**config.mk**
```make
export PLATFORM = sky130hd
export DESIGN_NAME = tvec_ctrl
export DESIGN_NICKNAME = d
export VERILOG_FILES = /design/src/rtl/tvc_pkg.sv /design/src/rtl/tvc_shift.sv /design/src/rtl/tvc_timer.sv /design/src/rtl/tvc_cmp.sv /design/src/rtl/tvec_ctrl.sv
export SDC_FILE = /design/constraint.sdc
export NUM_CORES = 1
export LEC_CHECK = 0
export BUFFER_PORTS_ARGS = -buffer_cell sky130_fd_sc_hd__buf_2
export CAP_MARGIN = 20
export CORE_ASPECT_RATIO = 0.7
export CORE_MARGIN = 10
export CORE_UTILIZATION = 47
export CTS_CLUSTER_SIZE = 8
export DETAILED_ROUTE_END_ITERATION = 10
export GPL_TIMING_DRIVEN = 0
export PLACE_DENSITY_LB_ADDON = 0.08
export SYNTH_ARGS = -nofsm -noshare
export SYNTH_HDL_FRONTEND = slang
export SYNTH_SLANG_ARGS = --single-unit
export TNS_END_PERCENT = 1
```
**constraint.sdc**
```tcl
create_clock -name clk_i -period 4.69 [get_ports clk_i]
set_input_delay 0.7035 -clock clk_i [delete_from_list [all_inputs] [get_ports clk_i]]
set_output_delay 0.7035 -clock clk_i [all_outputs]
set_load 0.01 [all_outputs]
```
**src/rtl/tvc_pkg.sv**
```systemverilog
package tvc_pkg;

    typedef enum logic [2:0] {
        ST_IDLE,
        ST_LOAD,
        ST_ENTER,
        ST_APPLY,
        ST_WAIT,
        ST_CAPTURE,
        ST_EXIT,
        ST_UNLOAD
    } tvc_state_e;

endpackage

```
**src/rtl/tvc_shift.sv**
```systemverilog
module tvc_shift #(
    parameter int W = 20
) (
    input  logic         clk_i,
    input  logic         rst_ni,
    input  logic         shift_i,
    input  logic         ser_i,
    input  logic         load_i,
    input  logic [W-1:0] load_val_i,
    output logic [W-1:0] q_o
);

    logic [W-1:0] sr_d, sr_q;

    always_comb begin
        sr_d = sr_q;
        if (load_i) begin
            sr_d = load_val_i;
        end else if (shift_i) begin
            sr_d = {sr_q[W-2:0], ser_i};
        end
    end

    always_ff @(posedge clk_i or negedge rst_ni) begin
        if (!rst_ni) begin
            sr_q <= '0;
        end else begin
            sr_q <= sr_d;
        end
    end

    assign q_o = sr_q;

endmodule

```
**src/rtl/tvc_timer.sv**
```systemverilog
module tvc_timer #(
    parameter int CW = 5
) (
    input  logic          clk_i,
    input  logic          rst_ni,
    input  logic          load_i,
    input  logic [CW-1:0] load_val_i,
    input  logic          dec_i,
    output logic          done_o
);

    logic [CW-1:0] cnt_d, cnt_q;

    always_comb begin
        cnt_d = cnt_q;
        if (load_i) begin
            cnt_d = load_val_i;
        end else if (dec_i && (cnt_q != '0)) begin
            cnt_d = cnt_q - 1'b1;
        end
    end

    always_ff @(posedge clk_i or negedge rst_ni) begin
        if (!rst_ni) begin
            cnt_q <= '0;
        end else begin
            cnt_q <= cnt_d;
        end
    end

    // last cycle of the current span
    assign done_o = (cnt_q <= CW'(1));

endmodule

```
**src/rtl/tvc_cmp.sv**
```systemverilog
module tvc_cmp #(
    parameter int W = 8
) (
    input  logic [W-1:0] rsp_i,
    input  logic [W-1:0] exp_i,
    output logic         mismatch_o
);

    logic [W-1:0] diff;

    for (genvar b = 0; b < W; b++) begin : g_bit
        assign diff[b] = rsp_i[b] ^ exp_i[b];
    end

    assign mismatch_o = |diff;

endmodule

```
**src/rtl/tvec_ctrl.sv**
```systemverilog
module tvec_ctrl #(
    parameter int VEC_W = 8,
    parameter int RSP_W = 8,
    parameter int LAT_W = 4
) (
    input  logic             clk_i,
    input  logic             rst_ni,
    input  logic             start_i,
    input  logic             ser_in_i,
    output logic             ser_out_o,
    output logic             so_valid_o,
    output logic             mode_tgl_o,
    output logic [VEC_W-1:0] tdata_o,
    input  logic [RSP_W-1:0] rsp_i,
    output logic             busy_o,
    output logic             fail_o
);

    import tvc_pkg::*;

    localparam int LOAD_BITS = LAT_W + VEC_W + RSP_W;
    localparam int UNL_BITS  = RSP_W + 1;
    localparam int PAD_BITS  = LOAD_BITS - UNL_BITS;
    localparam int CNT_RAW   = $clog2(LOAD_BITS + 1);
    localparam int CNT_W     = (CNT_RAW > LAT_W) ? CNT_RAW : LAT_W;

    typedef struct packed {
        tvc_state_e       state;
        logic             tgl;
        logic             fail;
        logic [VEC_W-1:0] tdata;
    } ctl_t;

    ctl_t ctl_d, ctl_q;

    logic [LOAD_BITS-1:0] sr_q;
    logic [LOAD_BITS-1:0] sr_val;
    logic                 sr_shift, sr_load, sr_ser;
    logic                 tm_load, tm_dec, tm_done;
    logic [CNT_W-1:0]     tm_val;
    logic                 mism;

    logic [LAT_W-1:0]     lat_fld;
    logic [VEC_W-1:0]     vec_fld;
    logic [RSP_W-1:0]     exp_fld;
    logic [CNT_W-1:0]     lat_eff;

    assign lat_fld = sr_q[LOAD_BITS-1 -: LAT_W];
    assign vec_fld = sr_q[RSP_W +: VEC_W];
    assign exp_fld = sr_q[RSP_W-1:0];
    assign lat_eff = (lat_fld == '0) ? CNT_W'(1) : CNT_W'(lat_fld);

    tvc_shift #(.W(LOAD_BITS)) u_shift (
        .clk_i      (clk_i),
        .rst_ni     (rst_ni),
        .shift_i    (sr_shift),
        .ser_i      (sr_ser),
        .load_i     (sr_load),
        .load_val_i (sr_val),
        .q_o        (sr_q)
    );

    tvc_timer #(.CW(CNT_W)) u_timer (
        .clk_i      (clk_i),
        .rst_ni     (rst_ni),
        .load_i     (tm_load),
        .load_val_i (tm_val),
        .dec_i      (tm_dec),
        .done_o     (tm_done)
    );

    tvc_cmp #(.W(RSP_W)) u_cmp (
        .rsp_i      (rsp_i),
        .exp_i      (exp_fld),
        .mismatch_o (mism)
    );

    always_comb begin
        ctl_d     = ctl_q;
        ctl_d.tgl = 1'b0;
        sr_shift  = 1'b0;
        sr_load   = 1'b0;
        sr_val    = '0;
        sr_ser    = (ctl_q.state == ST_LOAD) ? ser_in_i : 1'b0;
        tm_load   = 1'b0;
        tm_val    = '0;
        tm_dec    = 1'b0;

        unique case (ctl_q.state)
            ST_IDLE: begin
                if (start_i) begin
                    ctl_d.state = ST_LOAD;
                    ctl_d.fail  = 1'b0;
                    tm_load     = 1'b1;
                    tm_val      = CNT_W'(LOAD_BITS);
                end
            end
            ST_LOAD: begin
                sr_shift = 1'b1;
                tm_dec   = 1'b1;
                if (tm_done) begin
                    ctl_d.state = ST_ENTER;
                    ctl_d.tgl   = 1'b1;
                    tm_load     = 1'b1;
                    tm_val      = CNT_W'(2);
                end
            end
            ST_ENTER: begin
                tm_dec = 1'b1;
                if (tm_done) begin
                    ctl_d.state = ST_APPLY;
                    ctl_d.tdata = vec_fld;
                    tm_load     = 1'b1;
                    tm_val      = lat_eff;
                end
            end
            ST_APPLY, ST_WAIT: begin
                tm_dec = 1'b1;
                ctl_d.state = tm_done ? ST_CAPTURE : ST_WAIT;
            end
            ST_CAPTURE: begin
                sr_load     = 1'b1;
                sr_val      = {~mism, rsp_i, {PAD_BITS{1'b0}}};
                ctl_d.fail  = ctl_q.fail | mism;
                ctl_d.tdata = '0;
                ctl_d.tgl   = 1'b1;
                ctl_d.state = ST_EXIT;
            end
            ST_EXIT: begin
                tm_load     = 1'b1;
                tm_val      = CNT_W'(UNL_BITS);
                ctl_d.state = ST_UNLOAD;
            end
            ST_UNLOAD: begin
                sr_shift = 1'b1;
                tm_dec   = 1'b1;
                if (tm_done) begin
                    ctl_d.state = ST_IDLE;
                end
            end
            default: begin
                ctl_d.state = ST_IDLE;
                ctl_d.tdata = '0;
            end
        endcase
    end

    always_ff @(posedge clk_i or negedge rst_ni) begin
        if (!rst_ni) begin
            ctl_q <= '{state: ST_IDLE, tgl: 1'b0, fail: 1'b0, tdata: '0};
        end else begin
            ctl_q <= ctl_d;
        end
    end

    assign so_valid_o = (ctl_q.state == ST_UNLOAD);
    assign ser_out_o  = so_valid_o & sr_q[LOAD_BITS-1];
    assign mode_tgl_o = ctl_q.tgl;
    assign tdata_o    = ctl_q.tdata;
    assign busy_o     = (ctl_q.state != ST_IDLE);
    assign fail_o     = ctl_q.fail;

endmodule

```
==> qor.txt <==
PWR
----------------------------------------------------------------------------------------
Sw Ratio                                                                           44.8%
Cell internal pwr                                                                 835 uW
Clock share of power                                                               15.8%
Power per Cell Area                                                           589 nW/um2
Net load switching power                                                          677 uW
Comb power frac                                                                    50.7%
Power share of the sequential group                                                33.5%
LEAKAGE                                                                       0.00113 uW
IR drop worst, VDD                                                              0.260 mV
Final Power                                                                      1510 uW

FLOORPLANNING
----------------------------------------------------------------------------------------
Width of the chip                                                                 103 um
Initial core utilization                                                           48.3%
Floorplan die area                                                              8090 um2
Height of the die                                                                78.3 um
Number of placement rows                                                              21
Core region area                                                                4730 um2
I/O pin cnt                                                                           25

CLOCK NETWORK
----------------------------------------------------------------------------------------
CTS sink cnt                                                                          38
Clock latency at the later pin of the worst-skew pair                            0.30 ns
Master cell of the clock root buffer                                        sky130_fd_sc_hd__clkbuf_8
H-Tree Depth                                                                           2
Number of CTS-inserted buffers                                                         5
Post-CTS setup buffer count                                                            0
CTS tree                                                                            done
Clock transition at the registers of the reported paths                          0.08 ns
Clock tree buffer depth                                                                2
Post-cts repair resize count                                                           0
Number of buffers inserted by hold repair at cts                                       0

ROUTE
----------------------------------------------------------------------------------------
Post-DR vias/cell                                                                   5.64
1st-pass router iterations                                                             4
Initial detailed-routing violation count                                             101
DR DRC count                                                                           0
Routed Antenna Nets                                                                    0
Vias                                                                                1854
Total wirelength of the detailed-routed design                                   5460 um
Routed WL per cell                                                               16.6 um

CRITICAL PATH
----------------------------------------------------------------------------------------
Last element of the critical path                                              ser_out_o
Worst-case reg-to-reg path depth                                                       7
Flop-to-flop setup slack                                                         2.57 ns
R2R Path End                                                                u_timer.cnt_q[3]$_DFFE_PN0P_
Slowest cell on crit path                                                   sky130_fd_sc_hd__clkbuf_1
Worst Path Buf+Inv                                                                     4
Peak per-stage delay on the critical path                                        0.39 ns
Startpoint-to-endpoint class of the critical path                           flip-flop to primary output
Required arrival time at the worst endpoint                                      3.99 ns
Worst reg2reg startpoint                                                    u_timer.cnt_q[1]$_DFFE_PN0P_
Critical path capture point type                                            primary output
Path length in cells of the critical path                                              6
Worst path arrival time                                                          2.10 ns
Critical path fanouts, max                                                            10
Cell family contributing the most delay on the critical path                buffers and inverters
Kind of start point of the critical path                                       flip-flop
Ordered list of cells on the worst path                                     clkbuf_1 > buf_2 > and3_1 > clkbuf_1 > and2_1 > buf_2
CP Launch Point                                                             ctl_q[10]$_DFFE_PN0P_

FINISH
----------------------------------------------------------------------------------------
Most common library cell in the layout ignoring fill and taps               sky130_fd_sc_hd__dfrtp_1
Total number of nets in the final design                                             286
Proportion of layout cells with a drive suffix above 1                             22.4%
Layout overhead on the synthesized area                                            12.4%
Most used cells in the layout excluding fill and tap cells                  sky130_fd_sc_hd__dfrtp_1 (38), sky130_fd_sc_hd__buf_2 (30), sky130_fd_sc_hd__o21ai_0 (26)
Antenna diode count                                                                    0

LOGIC SYNTHESIS
----------------------------------------------------------------------------------------
Synth Cell Area                                                                 2280 um2
Number of standard cells after synthesis                                             240
Number of warnings printed during yosys synthesis                                      0
Synthesized area per cell                                                       9.51 um2
Most used DFF post-synth                                                    sky130_fd_sc_hd__dfrtp_1
#FFs+latches synth                                                                    38
Post-synthesis cell type with the largest combined area                     sky130_fd_sc_hd__dfrtp_1
Number of flops mapped to enable cells by yosys                                        0
Synthesized net count                                                                255
Portion of the post-synthesis area used by sequential elements                     41.7%
Number of distinct library cells after synthesis                                      41
Top area cells in the synthesized netlist                                   sky130_fd_sc_hd__dfrtp_1 (42%), sky130_fd_sc_hd__mux2i_1 (7.0%), sky130_fd_sc_hd__o21ai_0 (5.7%), sky130_fd_sc_hd__a21oi_1 (4.2%), sky130_fd_sc_hd__nor2b_1 (3.8%)
Yosys top cell area share                                                          41.7%
Async set-or-reset flop fraction in the synthesized netlist                         100%

GRT
----------------------------------------------------------------------------------------
Global-route usage over all layers                                                 14.1%
Via count of the first global-routing pass                                          1757
Wire length of the first global-routing pass                                     9070 um
Fraction of met3 tracks used by global routing                                     3.24%
Total gr overflow                                                                      0
Met1 Use GR                                                                        21.1%
Antenna violations before repair                                                       0
Pin count of the biggest net entering global routing                                  39
GR met2 Demand/Resource                                                            19.3%
Busiest layer in global routing                                                     met1

TIMING
----------------------------------------------------------------------------------------
Headroom to the max-slew limit                                                     42.8%
Final critical-path share of the clock period                                      59.8%
Final count of hold timing violations                                                  0
Clock Skew                                                                    0.00469 ns
Final slew viol count                                                                  0
Setup repair after global routing missed its margin                                   no
Sum of negative setup slack                                                         0 ns
Setup-failing EPs final                                                                0
Maximum operating frequency                                                    0.357 GHz
Clock period minus worst slack                                                   2.80 ns
Transition at the pin with the smallest max-transition slack                    0.858 ns

PLACE
----------------------------------------------------------------------------------------
Total half-perimeter wirelength after legalization and detailed placement        3860 um
Number of buffers inserted by port buffering                                          24
GP Congestion                                                                      0.809

STATUS
----------------------------------------------------------------------------------------
Run status                                                                  complete, no violations

WORST HOLD PATH
----------------------------------------------------------------------------------------
Path class of the lowest-slack min-delay path                               input pin to async pin

JOB
----------------------------------------------------------------------------------------
Max-cap violation count                                                                0

Yosys cell counts (2+ instances only):
library cell,count
sky130_fd_sc_hd__a21oi_1,19
sky130_fd_sc_hd__a22o_1,8
sky130_fd_sc_hd__a22oi_1,11
sky130_fd_sc_hd__a31oi_1,2
sky130_fd_sc_hd__and2_1,2
sky130_fd_sc_hd__and3_1,3
sky130_fd_sc_hd__buf_2,6
sky130_fd_sc_hd__buf_4,8
sky130_fd_sc_hd__clkbuf_1,8
sky130_fd_sc_hd__dfrtp_1,38
sky130_fd_sc_hd__ha_1,3
sky130_fd_sc_hd__inv_1,9
sky130_fd_sc_hd__mux2i_1,16
sky130_fd_sc_hd__nand2_1,12
sky130_fd_sc_hd__nand3_1,2
sky130_fd_sc_hd__nand4_1,3
sky130_fd_sc_hd__nor2_1,5
sky130_fd_sc_hd__nor2_2,8
sky130_fd_sc_hd__nor2b_1,14
sky130_fd_sc_hd__nor3_1,5
sky130_fd_sc_hd__nor3_4,2
sky130_fd_sc_hd__o21ai_0,26
sky130_fd_sc_hd__o22ai_1,3
sky130_fd_sc_hd__xnor2_1,10
how the worst min path moves through the flow:
stage / from / endpoint / slack [ns]
2_1_floorplan: rst_ni / ctl_q[10]$_DFFE_PN0P_ / 0.41
3_3_place_gp: tdata_o[6]$_DFFE_PN0P_ / tdata_o[6]$_DFFE_PN0P_ / 0.51
3_5_place_dp: tdata_o[1]$_DFFE_PN0P_ / tdata_o[1]$_DFFE_PN0P_ / 0.51
4_1_cts: tdata_o[1]$_DFFE_PN0P_ / tdata_o[1]$_DFFE_PN0P_ / 0.53
5_1_grt: tdata_o[0]$_DFFE_PN0P_ / tdata_o[0]$_DFFE_PN0P_ / 0.56
6_report: rst_ni / u_shift.q_o[8]$_DFFE_PN0P_ / 0.51
cells by family (layout without fill, tap and decap cells):
family	after synthesis	in the layout	synth area share, %
AOI/OAI and AO/OA	79	79	22.9
buffers and inverters	32	64	6.91
xor gates and xnor gates	11	11	4.22
adders and majority gates	3	3	1.64
DFF	38	38	41.7
and+or+nand+nor	61	61	15.7
muxes	16	16	7.02
power by group through the flow:
stage	logic (uW)	clock network (uW)	registers (uW)
after floorplan	587	0	489
after global placement	756	0	510
after detailed placement	762	0	510
after CTS	766	243	505
after global routing	854	254	521
final	766	239	506
worst register-to-register path, cell delays in order (launching register included):
cell                       delay (ns)
sky130_fd_sc_hd__dfrtp_1         0.40
sky130_fd_sc_hd__inv_1           0.09
sky130_fd_sc_hd__ha_1            0.18
sky130_fd_sc_hd__o21bai_1        0.25
sky130_fd_sc_hd__a21oi_1         0.34
sky130_fd_sc_hd__o32ai_2         0.20
sky130_fd_sc_hd__or3_1           0.37
sky130_fd_sc_hd__and3_1          0.17
through the flow:
step	hold WS [ns]	cells	worst slack, ns	cell area (um2)	util, %
final	0.510	329	1.89	2560	54.2
after floorplan	0.408	240	2.53	2280	-
after global placement	0.506	321	2.23	2470	52.3
after detailed placement	0.513	321	2.24	2470	52.3
after global routing	0.560	329	1.76	2560	54.2
after CTS	0.531	329	1.90	2560	54.2
state kept, by name, indices dropped and copies added, names as in the netlist:
signal         cells
u_timer.cnt_q      5
tdata_o            8
mode_tgl_o         1
ctl_q              3
fail_o             1
u_shift.q_o       20
area by class of cell:
| class | count | area [um2] |
|---|---|---|
| Tap cell | 57 | 71.3 |
| Buffer | 23 | 124 |
| Fill cell | 457 | 2160 |
| Timing Repair Buffer | 24 | 120 |
| Multi-Input combinational cell | 170 | 1170 |
| Clock buffer | 7 | 86.3 |
| Inverter | 9 | 33.8 |
| Sequential cell | 38 | 951 |
| Clock inverter | 1 | 5.00 |
layer usage:
metal,vias up,part of all wire [%]
met5,-,0
met4,0,1.0
met3,8,6.8
met2,43,44
met1,886,48
li1,917,-
No activity file was read; power rests on OpenSTA's default activity.
